$ cat config.mk
export PLATFORM = sky130hd
export DESIGN_NAME = vend_ctrl
export DESIGN_NICKNAME = d
export VERILOG_FILES = /design/src/rtl/vend_pkg.sv /design/src/rtl/vend_coin_value.sv /design/src/rtl/vend_change_pick.sv /design/src/rtl/vend_ctrl.sv
export SDC_FILE = /design/constraint.sdc
export NUM_CORES = 1
export LEC_CHECK = 0
export BUFFER_PORTS_ARGS = -buffer_cell sky130_fd_sc_hd__buf_4
export CORE_AREA = 4 4 43 82
export DETAILED_ROUTE_END_ITERATION = 7
export DIE_AREA = 0 0 47 86
export PLACE_DENSITY = 0.7
export SLEW_MARGIN = 20
export SYNTH_ARGS = -nofsm -noshare
export SYNTH_HDL_FRONTEND = slang
export SYNTH_SLANG_ARGS = --single-unit
$ cat constraint.sdc
create_clock -name clk -period 4.3 [get_ports clk]
set_input_delay 0.43 -clock clk [delete_from_list [all_inputs] [get_ports clk]]
set_output_delay 0.43 -clock clk [all_outputs]
set_load 0.01 [all_outputs]
$ cat src/rtl/vend_pkg.sv
package vend_pkg;
  // Which coin the change logic returns this cycle.
  typedef enum logic [1:0] {
    PICK_NONE = 2'd0,
    PICK_Q    = 2'd1,
    PICK_D    = 2'd2,
    PICK_N    = 2'd3
  } pick_e;
endpackage

$ cat src/rtl/vend_coin_value.sv
// Maps the one-hot coin pulses to a credit increment in 5-cent units.
module vend_coin_value #(
  parameter int CW  = 8,
  parameter int Q_U = 5,
  parameter int D_U = 2,
  parameter int N_U = 1
) (
  input  logic          coin_q,
  input  logic          coin_d,
  input  logic          coin_n,
  output logic [CW-1:0] add_u
);
  always_comb begin
    if (coin_q)      add_u = CW'(Q_U);
    else if (coin_d) add_u = CW'(D_U);
    else if (coin_n) add_u = CW'(N_U);
    else             add_u = '0;
  end
endmodule

$ cat src/rtl/vend_change_pick.sv
// Greedy choice of the next coin to return from the owed amount.
module vend_change_pick
  import vend_pkg::*;
#(
  parameter int CW  = 8,
  parameter int Q_U = 5,
  parameter int D_U = 2,
  parameter int N_U = 1
) (
  input  logic [CW-1:0] owed,
  output pick_e         pick,
  output logic [CW-1:0] rem
);
  localparam logic [CW-1:0] QV = CW'(Q_U);
  localparam logic [CW-1:0] DV = CW'(D_U);
  localparam logic [CW-1:0] NV = CW'(N_U);

  always_comb begin
    if (owed >= QV) begin
      pick = PICK_Q;
      rem  = owed - QV;
    end else if (owed >= DV) begin
      pick = PICK_D;
      rem  = owed - DV;
    end else if (owed >= NV && owed != '0) begin
      pick = PICK_N;
      rem  = owed - NV;
    end else begin
      pick = PICK_NONE;
      rem  = owed;
    end
  end
endmodule

$ cat src/rtl/vend_ctrl.sv
module vend_ctrl
  import vend_pkg::*;
#(
  parameter int CREDIT_W = 8,
  parameter int PRICE_U  = 5,
  parameter int Q_U      = 5,
  parameter int D_U      = 2,
  parameter int N_U      = 1
) (
  input  logic clk,
  input  logic rst,
  input  logic coin_q,
  input  logic coin_d,
  input  logic coin_n,
  output logic vend,
  output logic ret_q,
  output logic ret_d,
  output logic ret_n
);
  localparam logic [CREDIT_W-1:0] PRICE = CREDIT_W'(PRICE_U);

  logic [CREDIT_W-1:0] acc_q;    // credit toward the next purchase
  logic [CREDIT_W-1:0] owed_q;   // change still to be paid
  logic [CREDIT_W-1:0] add_u;
  logic [CREDIT_W-1:0] sum;
  logic [CREDIT_W-1:0] rem;
  pick_e               pick;

  vend_coin_value #(.CW(CREDIT_W), .Q_U(Q_U), .D_U(D_U), .N_U(N_U)) u_val (
    .coin_q (coin_q),
    .coin_d (coin_d),
    .coin_n (coin_n),
    .add_u  (add_u)
  );

  vend_change_pick #(.CW(CREDIT_W), .Q_U(Q_U), .D_U(D_U), .N_U(N_U)) u_pick (
    .owed (owed_q),
    .pick (pick),
    .rem  (rem)
  );

  assign sum = acc_q + add_u;

  always_ff @(posedge clk) begin
    if (rst) begin
      acc_q  <= '0;
      owed_q <= '0;
      vend   <= 1'b0;
      ret_q  <= 1'b0;
      ret_d  <= 1'b0;
      ret_n  <= 1'b0;
    end else begin
      vend  <= 1'b0;
      ret_q <= 1'b0;
      ret_d <= 1'b0;
      ret_n <= 1'b0;
      if (pick != PICK_NONE) begin
        // paying change; incoming coins build fresh credit
        ret_q  <= (pick == PICK_Q);
        ret_d  <= (pick == PICK_D);
        ret_n  <= (pick == PICK_N);
        owed_q <= rem;
        acc_q  <= sum;
      end else if (sum >= PRICE) begin
        vend   <= 1'b1;
        owed_q <= sum - PRICE;
        acc_q  <= '0;
      end else begin
        acc_q  <= sum;
      end
    end
  end
endmodule

* Word level (Yosys, flattened, before mapping) *
Index checks and enable logic that the tools add are counted.

word-level totals
  flip-flop bits (word level) = 20
  word-level logic and storage cells = 41

cells by class
  add/subtract/negate cells = 5
  $lt $le $gt $ge = 4
  equality and inequality tests = 4
  muxes and demuxes = 14
  bitwise logic cells = 1
  reduce and logical (&&, ||, !) cells = 7

operators with widths
  cell                 count
  $mux 8               9
  $ge 8x3->1 const B   2
  $sub 8x3->8 const B  2
  $add 8x8->8          1
  $ge 8x1->1 const B   1
  $ge 8x2->1 const B   1
  $reduce_bool 8->1    1
  $sub 8x1->8 const B  1
  $sub 8x2->8 const B  1
  $mux 2               3
  $eq 2x2->1 const B   2
  $ne 4x1->1 const B   1
  $reduce_bool 2->1    2
  $reduce_or 2->1      2
  $eq 2x1->1 const B   1
  $mux 1               2
  $reduce_and 2->1     1
  $logic_and 1x1->1    1
  $not 1->1            1

* Logic depth before layout (Yosys ltp) *
  depth in word-level cells = 8
  depth in mapped cells = 12

* Cells and area by module *
Synthesis repeated with hierarchy kept, for this count alone.

unflattened totals
  cell total of the unflattened synthesis = 195
  area total of the unflattened synthesis = 1,682.9 µm²

modules (own cells, without submodules)
  module            times used  cells an instance  area an instance (µm²)  seq. area each (µm²)
  vend_ctrl         1           130                1,211.2                 400.4
  vend_change_pick  1           55                 407.9                   0.0
  vend_coin_value   1           10                 63.8                    0.0

* Least setup slack after synthesis *
OpenSTA, ideal clock, no wires.

  path type = in2reg
  start point = input coin_d
  end point = register owed_q[7]
  arrival = 2.504 ns
  data required time = 4.180 ns
  slack = 1.676 ns
  stages = 10
  path buffers = 0
  path through = inv_1 -> a21o_1 -> ha_1 -> fa_1 -> a21oi_1 -> nor2_1 -> xnor2_1 -> and3_1 -> and4b_1 -> o31a_1

on the way
  cells in the longest elaborated chain, start to end = 6
  elaborated cells between the ends (all ways) = 9
  classes of those cells = add/sub: 2; order compare: 1; mux: 4; reduce/logical: 2

ends and longest elaborated chain
  element                                             line                              text
  from (decl)                                         vend_ctrl.sv:13                   input logic coin_d,
  $mux 8 *                                            vend_coin_value.sv:15             else if (coin_d) add_u = CW'(D_U);
  $mux 8 *                                            vend_coin_value.sv:14             if (coin_q) add_u = CW'(Q_U);
  $add 8x8->8 *                                       vend_ctrl.sv:42                   assign sum = acc_q + add_u;
  $sub 8x3->8 / $ge 8x3->1 (equally long branches)    vend_ctrl.sv:66, vend_ctrl.sv:64
  $mux 8 / $reduce_bool 2->1 (equally long branches)  -
  $mux 8 / $reduce_and 2->1 (equally long branches)   -
  to (signal assigned)                                vend_ctrl.sv:62                   owed_q <= rem;
  to (signal assigned)                                vend_ctrl.sv:66                   owed_q <= sum - PRICE;
  to (decl)                                           vend_ctrl.sv:23                   logic [CREDIT_W-1:0] owed_q;

Mark *: on every way between the ends. The rest lies on a longest branch, timed or not. The select of a mux whose other input is x is not followed.
A chain may end at the register's enable or synchronous reset.

* Worst setup path after layout *
  start point = input coin_n
  end point = register acc_q[2]

on the way
  cells in the longest elaborated chain, start to end = 7

ends and longest elaborated chain
  element               line                   text
  from (decl)           vend_ctrl.sv:14        input logic coin_n,
  $mux 1 *              vend_coin_value.sv:16  else if (coin_n) add_u = CW'(N_U);
  $mux 8 *              vend_coin_value.sv:15
  $mux 8 *              vend_coin_value.sv:14
  $add 8x8->8 *         vend_ctrl.sv:42
  $ge 8x3->1            vend_ctrl.sv:64        end else if (sum >= PRICE) begin
  $mux 8                vend_ctrl.sv:64
  $mux 8 *              vend_ctrl.sv:57        if (pick != PICK_NONE) begin
  to (signal assigned)  vend_ctrl.sv:63        acc_q <= sum;
  to (signal assigned)  vend_ctrl.sv:69        acc_q <= sum;
  to (decl)             vend_ctrl.sv:22        logic [CREDIT_W-1:0] acc_q;

Mark *: on every way between the ends. The rest lies on a longest branch, timed or not.

==> summary.txt <==
Global route
  – GRT Residual Overflow: 0
  – Number of global-route vias before repair: 1202
  – Global-route wire length before repair: 5.20 mm
  – Number of antenna violations at the first check in global routing: 0
  – Largest net degree at the start of global routing: 13
  – Total routing usage reported by global routing: 17.3%

Logic synthesis
  – Share of synthesized registers carrying an async set or reset: 0%
  – Ys flop type: sky130_fd_sc_hd__dfxtp_1
  – Number of distinct library cells after synthesis: 46
  – Cell area after synthesis: 1380 sq um
  – Synthesized Nets: 181
  – Cell count after synthesis: 163
  – Number of warnings reported in the yosys synthesis log: 0
  – Sequential cell area fraction in the yosys report: 29.1%
  – Post-synth EDFFs: 0
  – Register bit count reported by yosys: 20
  – Average cell area after synthesis: 8.44 sq um

STA
  – RSZ-0062 raised after global routing: no
  – Slew of the pin with the lowest slew margin: 0.722 ns
  – Clock period minus final worst setup slack: 2.68 ns
  – Final worst-path setup slack: 1.62 ns
  – Ratio of final minimum period to clock period: 62.4%
  – Hold Fails Final Rpt: 0
  – Final Setup Violations: 0
  – Setup skew after layout: 0.00497 ns
  – Max Fclk: 373 MHz
  – Rel. slew slack: 51.4%
  – Fin Hold WS: 0.429 ns
  – Pins over their slew limit: 0
  – Final total negative setup slack: 0 ns

Finish
  – Layout cell share with drive strength beyond 1: 8.98%
  – Synth-to-Final Area Change: 9.27%
  – Fillers: 297
  – Post-route design area: 1500 sq um
  – Final Net Count: 186
  – Diode count: 0

Worst hold path
  – Hold depth: 2
  – Hold/Removal Path Class: input pin to flip-flop
  – Worst Hold End: vend$_SDFF_PP0_
  – Hold Startpoint: rst

CTS
  – Register clock-pin slew on the reported worst setup and hold paths: 0.08 ns
  – CTS Sinks: 20
  – H-tree lvl count: 1
  – Skew-Pair Late Insertion Delay: 0.26 ns
  – Number of buffers on the longest clock path: 2
  – Post-CTS setup-driven buffer insertion count: 0
  – Number of clock buffers inserted by TritonCTS: 3
  – Post-CTS Hold Buffers: 0
  – Root cell of the clock tree: sky130_fd_sc_hd__clkbuf_8
  – Clock tree from TritonCTS: yes
  – Post-CTS resize count: 0

Critical path
  – Kind of critical path: input pin to flip-flop
  – Top Family by Delay on Critical Path: adder cells
  – Signal arrival time at the worst endpoint: 2.88 ns
  – Crit path top cell by count: sky130_fd_sc_hd__nor2_1
  – Required time of the worst setup path: 4.49 ns
  – Internal reg-to-reg setup slack: 1.74 ns
  – Endpoint of the lowest-slack register-to-register path: acc_q[2]$_SDFF_PP0_
  – CP Max Fanout: 7
  – Reg-to-reg critical path startpoint: owed_q[0]$_SDFFE_PP0P_
  – Startpoint Class: input pin
  – Bufs and invs on worst path: 1
  – Crit path capture type: flip-flop
  – Chain of cells forming the critical path: buf_4, a21o_1, ha_1, fa_1, a21oi_1, nor2_1, xnor2_1, a41oi_1, or2_0, nor2_1
  – Length in cells of the worst reg-to-reg path: 8
  – Crit-path slowest cell: sky130_fd_sc_hd__fa_1
  – Slowest cell delay on critical path: 0.46 ns

Outcome
  – Run status: finished clean

Job
  – MaxCap Viol Count: 0

Power and ir drop
  – Power per unit of standard cell area: 743 nW/um^2
  – Static leakage: 0.636 nW
  – Part of the power in the clock network: 16.9%
  – Logic gate share of total power: 56.3%
  – IR Drop Worst-Case VDD: 323 uV
  – Pint: 0.646 mW
  – P_sw: 0.472 mW
  – Sequential Power Share: 26.8%
  – Switch share: 42.2%

Placement
  – Post-Place Cell Area: 1430 sq um
  – DP Wirelength: 2.34 mm
  – Global placer's final weighted congestion: 0.921
  – Count of buffers inserted at the top-level ports: 8
  – Worst slack after detailed placement: 1.35 ns

Floorplan
  – Initial Util: 46.8%
  – Top-level port count: 9
  – Number of cell rows: 28
  – Die outline height: 86 um
  – Die footprint: 4040 sq um
  – Horizontal extent of the die: 47 um
  – Floorplan core area: 2940 sq um

Drt
  – Number of DRC markers in iteration 0: 41
  – Pre-Repair DR Iteration Count: 4
  – Via count: 1158
  – Post-detailed-route via-to-cell ratio: 5.88
  – Detailed-route wire length: 2.96 mm
  – Final routed DRC violation total: 0
  – Antenna viol nets, final: 0
  – Detail-routed net length per standard cell: 15.0 um
==> Yosys cell counts, types with 4 or more instances <==
cell / n / area, sq um
sky130_fd_sc_hd__o21ai_0: 6 / 30.0
sky130_fd_sc_hd__nor2_1: 19 / 71.3
sky130_fd_sc_hd__ha_1: 12 / 150
sky130_fd_sc_hd__nor3b_1: 4 / 30.0
sky130_fd_sc_hd__xnor2_1: 9 / 78.8
sky130_fd_sc_hd__nand2_1: 8 / 30.0
sky130_fd_sc_hd__inv_1: 7 / 26.3
sky130_fd_sc_hd__a21oi_1: 5 / 25.0
sky130_fd_sc_hd__xor2_1: 4 / 35.0
sky130_fd_sc_hd__nor3_1: 10 / 50.1
sky130_fd_sc_hd__clkbuf_1: 4 / 15.0
sky130_fd_sc_hd__dfxtp_1: 20 / 400
==> cell usage in the layout, fill, tap and decap left out, drive strengths merged, types with 4 or more instances in the layout <==
cell type | netlist | final
dfxtp | 20 | 20
nor2 | 19 | 19
xor2 | 4 | 4
a21oi | 5 | 5
xnor2 | 9 | 9
nand2 | 8 | 8
nor3b | 4 | 4
o21ai | 8 | 8
buf | 4 | 8
nor3 | 10 | 10
ha | 12 | 12
inv | 7 | 7
==> per-stage QoR <==
| step | util (%) | instances | total power [mW] |
|---|---|---|---|
| floorplan | - | 163 | 0.813 |
| global placement | 48.7 | 193 | 0.907 |
| detailed placement | 48.7 | 193 | 0.926 |
| CTS | 51.1 | 197 | 1.12 |
| global route | 51.1 | 197 | 1.22 |
| finish | 51.1 | 197 | 1.12 |
==> power by group through the flow <==
stage                     clock network, mW  logic [mW]  registers (mW)
after global placement                    0       0.607           0.300
after detailed placement                  0       0.624           0.302
after floorplan                           0       0.538           0.276
final                                 0.189       0.629           0.299
after CTS                             0.192       0.629           0.298
after global routing                  0.202       0.711           0.307
==> how the worst max path moves through the flow <==
| stage | start | end | slack (ns) | cells after the start |
|---|---|---|---|---|
| final | coin_n | acc_q[2]$_SDFF_PP0_ | 1.62 | 10 |
| after detailed placement | coin_n | owed_q[7]$_SDFFE_PP0P_ | 1.35 | 10 |
| after global routing | coin_n | acc_q[2]$_SDFF_PP0_ | 1.34 | 10 |
| after global placement | coin_n | owed_q[7]$_SDFFE_PP0P_ | 1.46 | 10 |
| after CTS | coin_n | acc_q[2]$_SDFF_PP0_ | 1.59 | 10 |
| after floorplan | coin_d | owed_q[7]$_SDFFE_PP0P_ | 1.68 | 10 |
==> state kept, by name (all words and copies together) (netlist names) <==
signal and count:
ret_d 1, acc_q 8, ret_q 1, ret_n 1
vend 1, owed_q 8
==> logic make-up after synthesis <==
logic type               after synthesis  share of synthesized area, %
AND/OR/NAND/NOR                       60                          22.5
AO/OA/AOI/OAI                         39                          19.7
flip-flops                            20                          29.1
buffers and inverters                 15                          4.91
XOR/XNOR                              13                          8.27
adder cells (fa/ha/maj)               13                          12.4
multiplexers                           3                          3.09
==> final cells by class <==
| type | count | area (sq um) | share of cell area [%] |
|---|---|---|---|
| tap | 30 | 37.5 | 2.50 |
| sequential | 20 | 400 | 26.6 |
| multi-input combinational | 128 | 908 | 60.4 |
| inverter | 7 | 26.3 | 1.75 |
| clock inverter | 1 | 30.0 | 2.00 |
| clock buffer | 3 | 41.3 | 2.75 |
| timing repair buffer | 8 | 60.1 | 3.99 |
==> routing by layer <==
metal | vias to the layer above | routed length [um] | track usage (%)
met5 | - | 0 | 0
met4 | 0 | 152 | 11.8
met3 | 13 | 84 | 1.89
met2 | 26 | 1590 | 29.2
met1 | 530 | 1130 | 18.5
li1 | 589 | - | -
Power figures use the tool's default switching activity.
